--- src/rtl/acc_core_pkg.sv ---
package acc_core_pkg;
  typedef enum logic [2:0] {
    OP_ADD = 3'b000,
    OP_SUB = 3'b001,
    OP_AND = 3'b010,
    OP_OR  = 3'b011,
    OP_XOR = 3'b100,
    OP_NOT = 3'b101,
    OP_SHL = 3'b110,
    OP_SHR = 3'b111
  } alu_op_e;

  localparam int OP_LSB  = 0;
  localparam int EXT_BIT = 3;
  localparam int OUT_BIT = 4;
  localparam int STO_BIT = 5;
  localparam int WR_BIT  = 6;
  localparam int SEL_LSB = 7;
endpackage

--- src/rtl/acc_alu.sv ---
module acc_alu
  import acc_core_pkg::*;
#(
  parameter int DATA_W = 8
) (
  input  logic [DATA_W-1:0] a_i,
  input  logic [DATA_W-1:0] b_i,
  input  alu_op_e           op_i,
  output logic [DATA_W-1:0] arith_o,
  output logic [DATA_W-1:0] logic_o,
  output logic [DATA_W-1:0] shift_o,
  output logic [DATA_W-1:0] res_o
);
  // Ripple-carry adder/subtractor: subtract inverts b and forces carry-in.
  function automatic logic [DATA_W-1:0] ripple_addsub(
    input logic [DATA_W-1:0] a, input logic [DATA_W-1:0] b, input logic sub);
    logic              cy;
    logic [DATA_W-1:0] bx;
    logic [DATA_W-1:0] s;
    cy = sub;
    bx = sub ? ~b : b;
    for (int i = 0; i < DATA_W; i++) begin
      s[i] = a[i] ^ bx[i] ^ cy;
      cy   = (a[i] & bx[i]) | (cy & (a[i] ^ bx[i]));
    end
    return s;
  endfunction

  function automatic logic [DATA_W-1:0] shift_one(
    input logic [DATA_W-1:0] a, input logic right);
    return right ? {1'b0, a[DATA_W-1:1]} : {a[DATA_W-2:0], 1'b0};
  endfunction

  // All three units evaluate every cycle.
  always_comb begin
    arith_o = ripple_addsub(a_i, b_i, op_i == OP_SUB);
    shift_o = shift_one(a_i, op_i == OP_SHR);
    unique case (op_i)
      OP_AND:  logic_o = a_i & b_i;
      OP_OR:   logic_o = a_i | b_i;
      OP_XOR:  logic_o = a_i ^ b_i;
      default: logic_o = ~b_i;
    endcase
  end

  // Final select.
  always_comb begin
    unique case (op_i)
      OP_ADD, OP_SUB: res_o = arith_o;
      OP_SHL, OP_SHR: res_o = shift_o;
      default:        res_o = logic_o;
    endcase
  end
endmodule

--- src/rtl/acc_slots.sv ---
module acc_slots #(
  parameter int DATA_W = 8,
  parameter int SEL_W  = 2,
  localparam int NSLOT = 1 << SEL_W
) (
  input  logic              clk,
  input  logic              rst,
  input  logic              wr_i,
  input  logic [SEL_W-1:0]  sel_i,
  input  logic [DATA_W-1:0] wdata_i,
  output logic [DATA_W-1:0] rdata_o
);
  logic [DATA_W-1:0] slot_w [NSLOT];

  for (genvar g = 0; g < NSLOT; g++) begin : g_slot
    if (g == NSLOT - 1) begin : g_const
      // Top slot is a fixed one; it has no storage, so stores vanish.
      assign slot_w[g] = DATA_W'(1);
    end else begin : g_reg
      logic [DATA_W-1:0] q;
      always_ff @(posedge clk) begin
        if (rst) q <= '0;
        else if (wr_i && sel_i == SEL_W'(g)) q <= wdata_i;
      end
      assign slot_w[g] = q;
    end
  end

  assign rdata_o = slot_w[sel_i];
endmodule

--- src/rtl/acc_core.sv ---
module acc_core
  import acc_core_pkg::*;
#(
  parameter int DATA_W = 8,
  parameter int SEL_W  = 2,
  localparam int INSTR_W = SEL_LSB + SEL_W
) (
  input  logic               clk,
  input  logic               rst,
  input  logic [INSTR_W-1:0] instr_i,
  input  logic [DATA_W-1:0]  din_i,
  output logic [DATA_W-1:0]  dout_o
);
  // Decoded fields, named for the checker.
  alu_op_e           op_w;
  logic              use_ext_w;
  logic              out_we_w;
  logic              store_w;
  logic              acc_we_w;
  logic [SEL_W-1:0]  sel_w;

  assign op_w      = alu_op_e'(instr_i[OP_LSB +: 3]);
  assign use_ext_w = instr_i[EXT_BIT];
  assign out_we_w  = instr_i[OUT_BIT];
  assign store_w   = instr_i[STO_BIT];
  assign acc_we_w  = instr_i[WR_BIT];
  assign sel_w     = instr_i[SEL_LSB +: SEL_W];

  logic [DATA_W-1:0] acc_q;
  logic [DATA_W-1:0] out_q;
  logic [DATA_W-1:0] slot_rd_w;
  logic [DATA_W-1:0] operand_w;
  logic [DATA_W-1:0] arith_w;
  logic [DATA_W-1:0] logic_w;
  logic [DATA_W-1:0] shift_w;
  logic [DATA_W-1:0] alu_res_w;

  acc_slots #(.DATA_W(DATA_W), .SEL_W(SEL_W)) i_slots (
    .clk    (clk),
    .rst    (rst),
    .wr_i   (store_w),
    .sel_i  (sel_w),
    .wdata_i(acc_q),
    .rdata_o(slot_rd_w)
  );

  assign operand_w = use_ext_w ? din_i : slot_rd_w;

  acc_alu #(.DATA_W(DATA_W)) i_alu (
    .a_i    (acc_q),
    .b_i    (operand_w),
    .op_i   (op_w),
    .arith_o(arith_w),
    .logic_o(logic_w),
    .shift_o(shift_w),
    .res_o  (alu_res_w)
  );

  always_ff @(posedge clk) begin
    if (rst) begin
      acc_q <= '0;
      out_q <= '0;
    end else begin
      if (acc_we_w) acc_q <= alu_res_w;
      if (out_we_w) out_q <= acc_q;
    end
  end

  assign dout_o = out_q;
endmodule

--- config.mk ---
export PLATFORM = sky130hd
export DESIGN_NAME = acc_core
export DESIGN_NICKNAME = d
export VERILOG_FILES = /design/src/rtl/acc_core_pkg.sv /design/src/rtl/acc_alu.sv /design/src/rtl/acc_slots.sv /design/src/rtl/acc_core.sv
export SDC_FILE = /design/constraint.sdc
export NUM_CORES = 1
export LEC_CHECK = 0
export CORE_ASPECT_RATIO = 0.9
export CORE_MARGIN = 5
export CORE_UTILIZATION = 52
export DETAILED_ROUTE_END_ITERATION = 10
export PLACE_DENSITY = 0.85
export SYNTH_ARGS = -nofsm -noshare
export SYNTH_HDL_FRONTEND = slang
export SYNTH_SLANG_ARGS = --single-unit
--- constraint.sdc ---
create_clock -name clk -period 5 [get_ports clk]
set_input_delay 1.5 -clock clk [delete_from_list [all_inputs] [get_ports clk]]
set_output_delay 1.5 -clock clk [all_outputs]
set_load 0.05 [all_outputs]
==> reports/metrics.cfg <==
[status]
status = finished clean

[flow_run]
max_cap_violations = 0

[yosys]
syn_nets = 365
ys_types = 48
postSynthCellCount = 324
yosysTopAreaCell = dfxtp_1
syn_avg_cell_area_sq_um = 8.69
async_reset_ff_share_pct = 0
yosys_warnings = 0
synth.area.top_cells = dfxtp_1 (28%), nor2_1 (10%), mux2i_1 (7.8%), ha_1 (7.1%), fa_1 (4.3%)
yosysSeqAreaShare_pct = 28.4
synth_edf_count = 0
synth_area_sq_mm = 0.00282
synthFlopType = dfxtp_1
synth_seq_cells = 40
synth_top_area_share_pct = 28.4

[grt]
grt_pass1_wl_mm = 11.5
grt_overflow_total = 0
antenna_found_initial = 0
grt_pass1_vias = 2403
grt_max_degree = 34
grt_usage_pct = 20.9

[sta]
drv_slew = 0
rsz0062_at_grt = false
setup_viol = 0
finClkSkew_ns = 0.00284
hold_viol_final = 0
period_share_pct = 98.3
tightest_slew_ns = 0.946
fin_crit_ns = 4.91
fmax_ghz = 0.204
slew_headroom_pct = 36.8
fin_ws_ns = 0.0865
tns_ns = 0

[cts]
clkSinkCount = 40
cts_made_buffers = 5
cts_max_path_buffers = 2
clock_latency_ns = 0.29
htree_num_levels = 2
clk_pin_slew_ns = 0.08
cts_tree = built
cts_root_buf = clkbuf_8

[setup_path]
r2r_setup_slack_ns = 1.19
arrival_ns = 5.08
endpoint_kind = register
worst_setup_path_start_kind = input pin
worstPathRequired_ns = 5.16
path_max_fanout = 4
critPathKind = in -> reg

[finish]
drive_above_1_share_pct = 20.4
layout.nets = 398
antennaDiodeCount = 0
instances_no_fill = 424
nFillCells = 428
final_util_pct = 63.8
area_delta_synth_final_pct = 19.0

[detailed_routing]
ant_nets = 0
drtPass1Iterations = 4
avgRoutedWirePerCell_microns = 16.0
drt-total-wl_mm = 6.79
num_vias = 2399
drt_iter0_drc = 232
routed_via_density = 5.66
drc = 0

[die]
coreArea_sq_mm = 0.00526
fp.dieArea_sq_mm = 0.00699
die_y_microns = 79.8
io-pin-count = 27
fp.dieW_microns = 87.6
rows = 25
start_util_pct = 53.6

[power_and_ir_drop]
p_leak_nw = 1.36
total_power_w = 0.000778
p_sw_share_pct = 32.3
p_per_area_mw_per_mm2 = 232
p_int_w = 0.000527
pwr-share-seq_pct = 45.4
ir_drop_mv = 0.142
clkPwrFrac_pct = 26.6
p_comb_share_pct = 28.1
netSwitchingPower_w = 0.000251

[placement]
pre_cts_ws_ns = -0.633
dp_hpwl_mm = 4.86
routabilityCongestion = 0.882
dp_cells = 416
io_buffer_count = 26

[min_path]
hold_class = reg -> reg

[cell usage after synthesis (6+ instances only)]
library cell,instances
nor2_1,78
dfxtp_1,40
a21oi_1,23
mux2i_1,22
inv_1,20
ha_1,16
nand2b_1,14
clkbuf_1,13
nand2_1,8
o22ai_1,7
fa_1,6
mux2_2,6
nor4bb_1,6
[critical path, stage by stage]
cell and delay [ns]:
dlygate4sd2_1 0.26, or4b_4 0.49, o221a_4 0.14, clkinv_2 0.07, nand2_1 0.06, o21ai_2 0.08
fa_2 0.22, inv_1 0.05, fa_2 0.33, fa_2 0.34, inv_2 0.06, fa_2 0.18
inv_2 0.04, fa_2 0.34, inv_2 0.06, fa_2 0.20, xnor2_2 0.07, xnor2_1 0.14
a221oi_1 0.27, o221ai_1 0.16
[sequential cells by signal, summed over array words and instances, names as in the netlist]
| register | flops |
|---|---|
| acc_q | 8 |
| i_slots.g_slot.g_reg.q | 24 |
| dout_o | 8 |
[worst paths after layout]
kind	cells past startpoint	to	start
setup / recovery	20	acc_q[7]$_SDFFE_PP0P_	instr_i[3]
hold / removal	2	i_slots.g_slot[1].g_reg.q[5]$_SDFFE_PP0P_	i_slots.g_slot[1].g_reg.q[5]$_SDFFE_PP0P_
setup reg to reg	19	acc_q[7]$_SDFFE_PP0P_	i_slots.g_slot[1].g_reg.q[0]$_SDFFE_PP0P_
hold reg to reg	2	i_slots.g_slot[1].g_reg.q[5]$_SDFFE_PP0P_	i_slots.g_slot[1].g_reg.q[5]$_SDFFE_PP0P_
[what timing repair did]
action,4_1_cts,5_1_grt
pin swaps,5,7
hold buffers,0,0
endpoints found under the hold margin,0,0
endpoints found under the setup margin,2,2
buffers inserted,1,0
gates resized for setup,11,8
[cell families (layout without fill, tap and decap cells)]
group | after synthesis | count (layout) | share of synthesized area [%]
AO/OA/AOI/OAI | 61 | 61 | 19.1
XOR/XNOR | 8 | 8 | 2.49
adder cells (fa/ha/maj) | 22 | 22 | 11.4
buffers and inverters | 43 | 76 | 6.80
flip-flops | 40 | 40 | 28.4
multiplexers | 30 | 30 | 11.2
AND/OR/NAND/NOR | 120 | 120 | 20.6
[through the flow]
| stage | hold WS (ns) | cell area, sq um |
|---|---|---|
| 2_1_floorplan | 0.445 | 2830 |
| 3_3_place_gp | 0.457 | 3220 |
| 3_5_place_dp | 0.469 | 3220 |
| 6_report | 0.487 | 3350 |
| 5_1_grt | 0.523 | 3350 |
| 4_1_cts | 0.489 | 3320 |
[layout by cell type (no fill, tap or decap), types with 2 or more instances in the layout]
cell type,instances
nor2_1,77
dfxtp_1,40
a21oi_1,23
clkdlybuf4s50_1,23
mux2i_1,22
buf_4,22
inv_1,17
ha_1,16
nand2b_1,14
nand2_1,8
o22ai_1,7
mux2_2,6
fa_2,6
nor4bb_1,5
a211oi_1,5
clkbuf_8,5
a221oi_4,4
xor2_1,3
inv_2,3
xnor2_1,3
o211a_1,3
o221a_2,3
a211oi_2,3
or2_2,2
clkinv_2,2
nor3b_1,2
a221oi_2,2
xnor2_2,2
nand3b_1,2
nor2b_1,2
dlygate4sd2_1,2
[area by class of cell]
class | instances | area [sq um] | share of cell area (%)
flip-flops and latches | 40 | 801 | 23.9
well taps | 67 | 83.8 | 2.50
clock inverters | 2 | 12.5 | 0.373
clock buffers | 5 | 68.8 | 2.05
repair buffers | 48 | 418 | 12.5
multi-input cells | 241 | 1890 | 56.3
inverters | 21 | 80.1 | 2.39
[metal layers]
metal / vias to the layer above / share of wire [%] / routed length [microns] / GRT usage, %
met5: - / 0 / 0 / 0
met4: 0 / 2.5 / 168 / 8.90
met3: 16 / 5.3 / 363 / 3.82
met2: 77 / 46 / 3140 / 33.1
met1: 1132 / 46 / 3120 / 27.6
li1: 1174 / - / - / -
[power groups by stage]
stage / clock network, W / registers, W / logic, W
after detailed placement: 0 / 0.000360 / 0.000206
after global placement: 0 / 0.000359 / 0.000198
after CTS: 0.000212 / 0.000353 / 0.000212
after floorplan: 0 / 0.000363 / 0.000134
after global routing: 0.000226 / 0.000355 / 0.000240
final: 0.000207 / 0.000353 / 0.000218
Note: power is estimated with default switching activity, not from simulation.
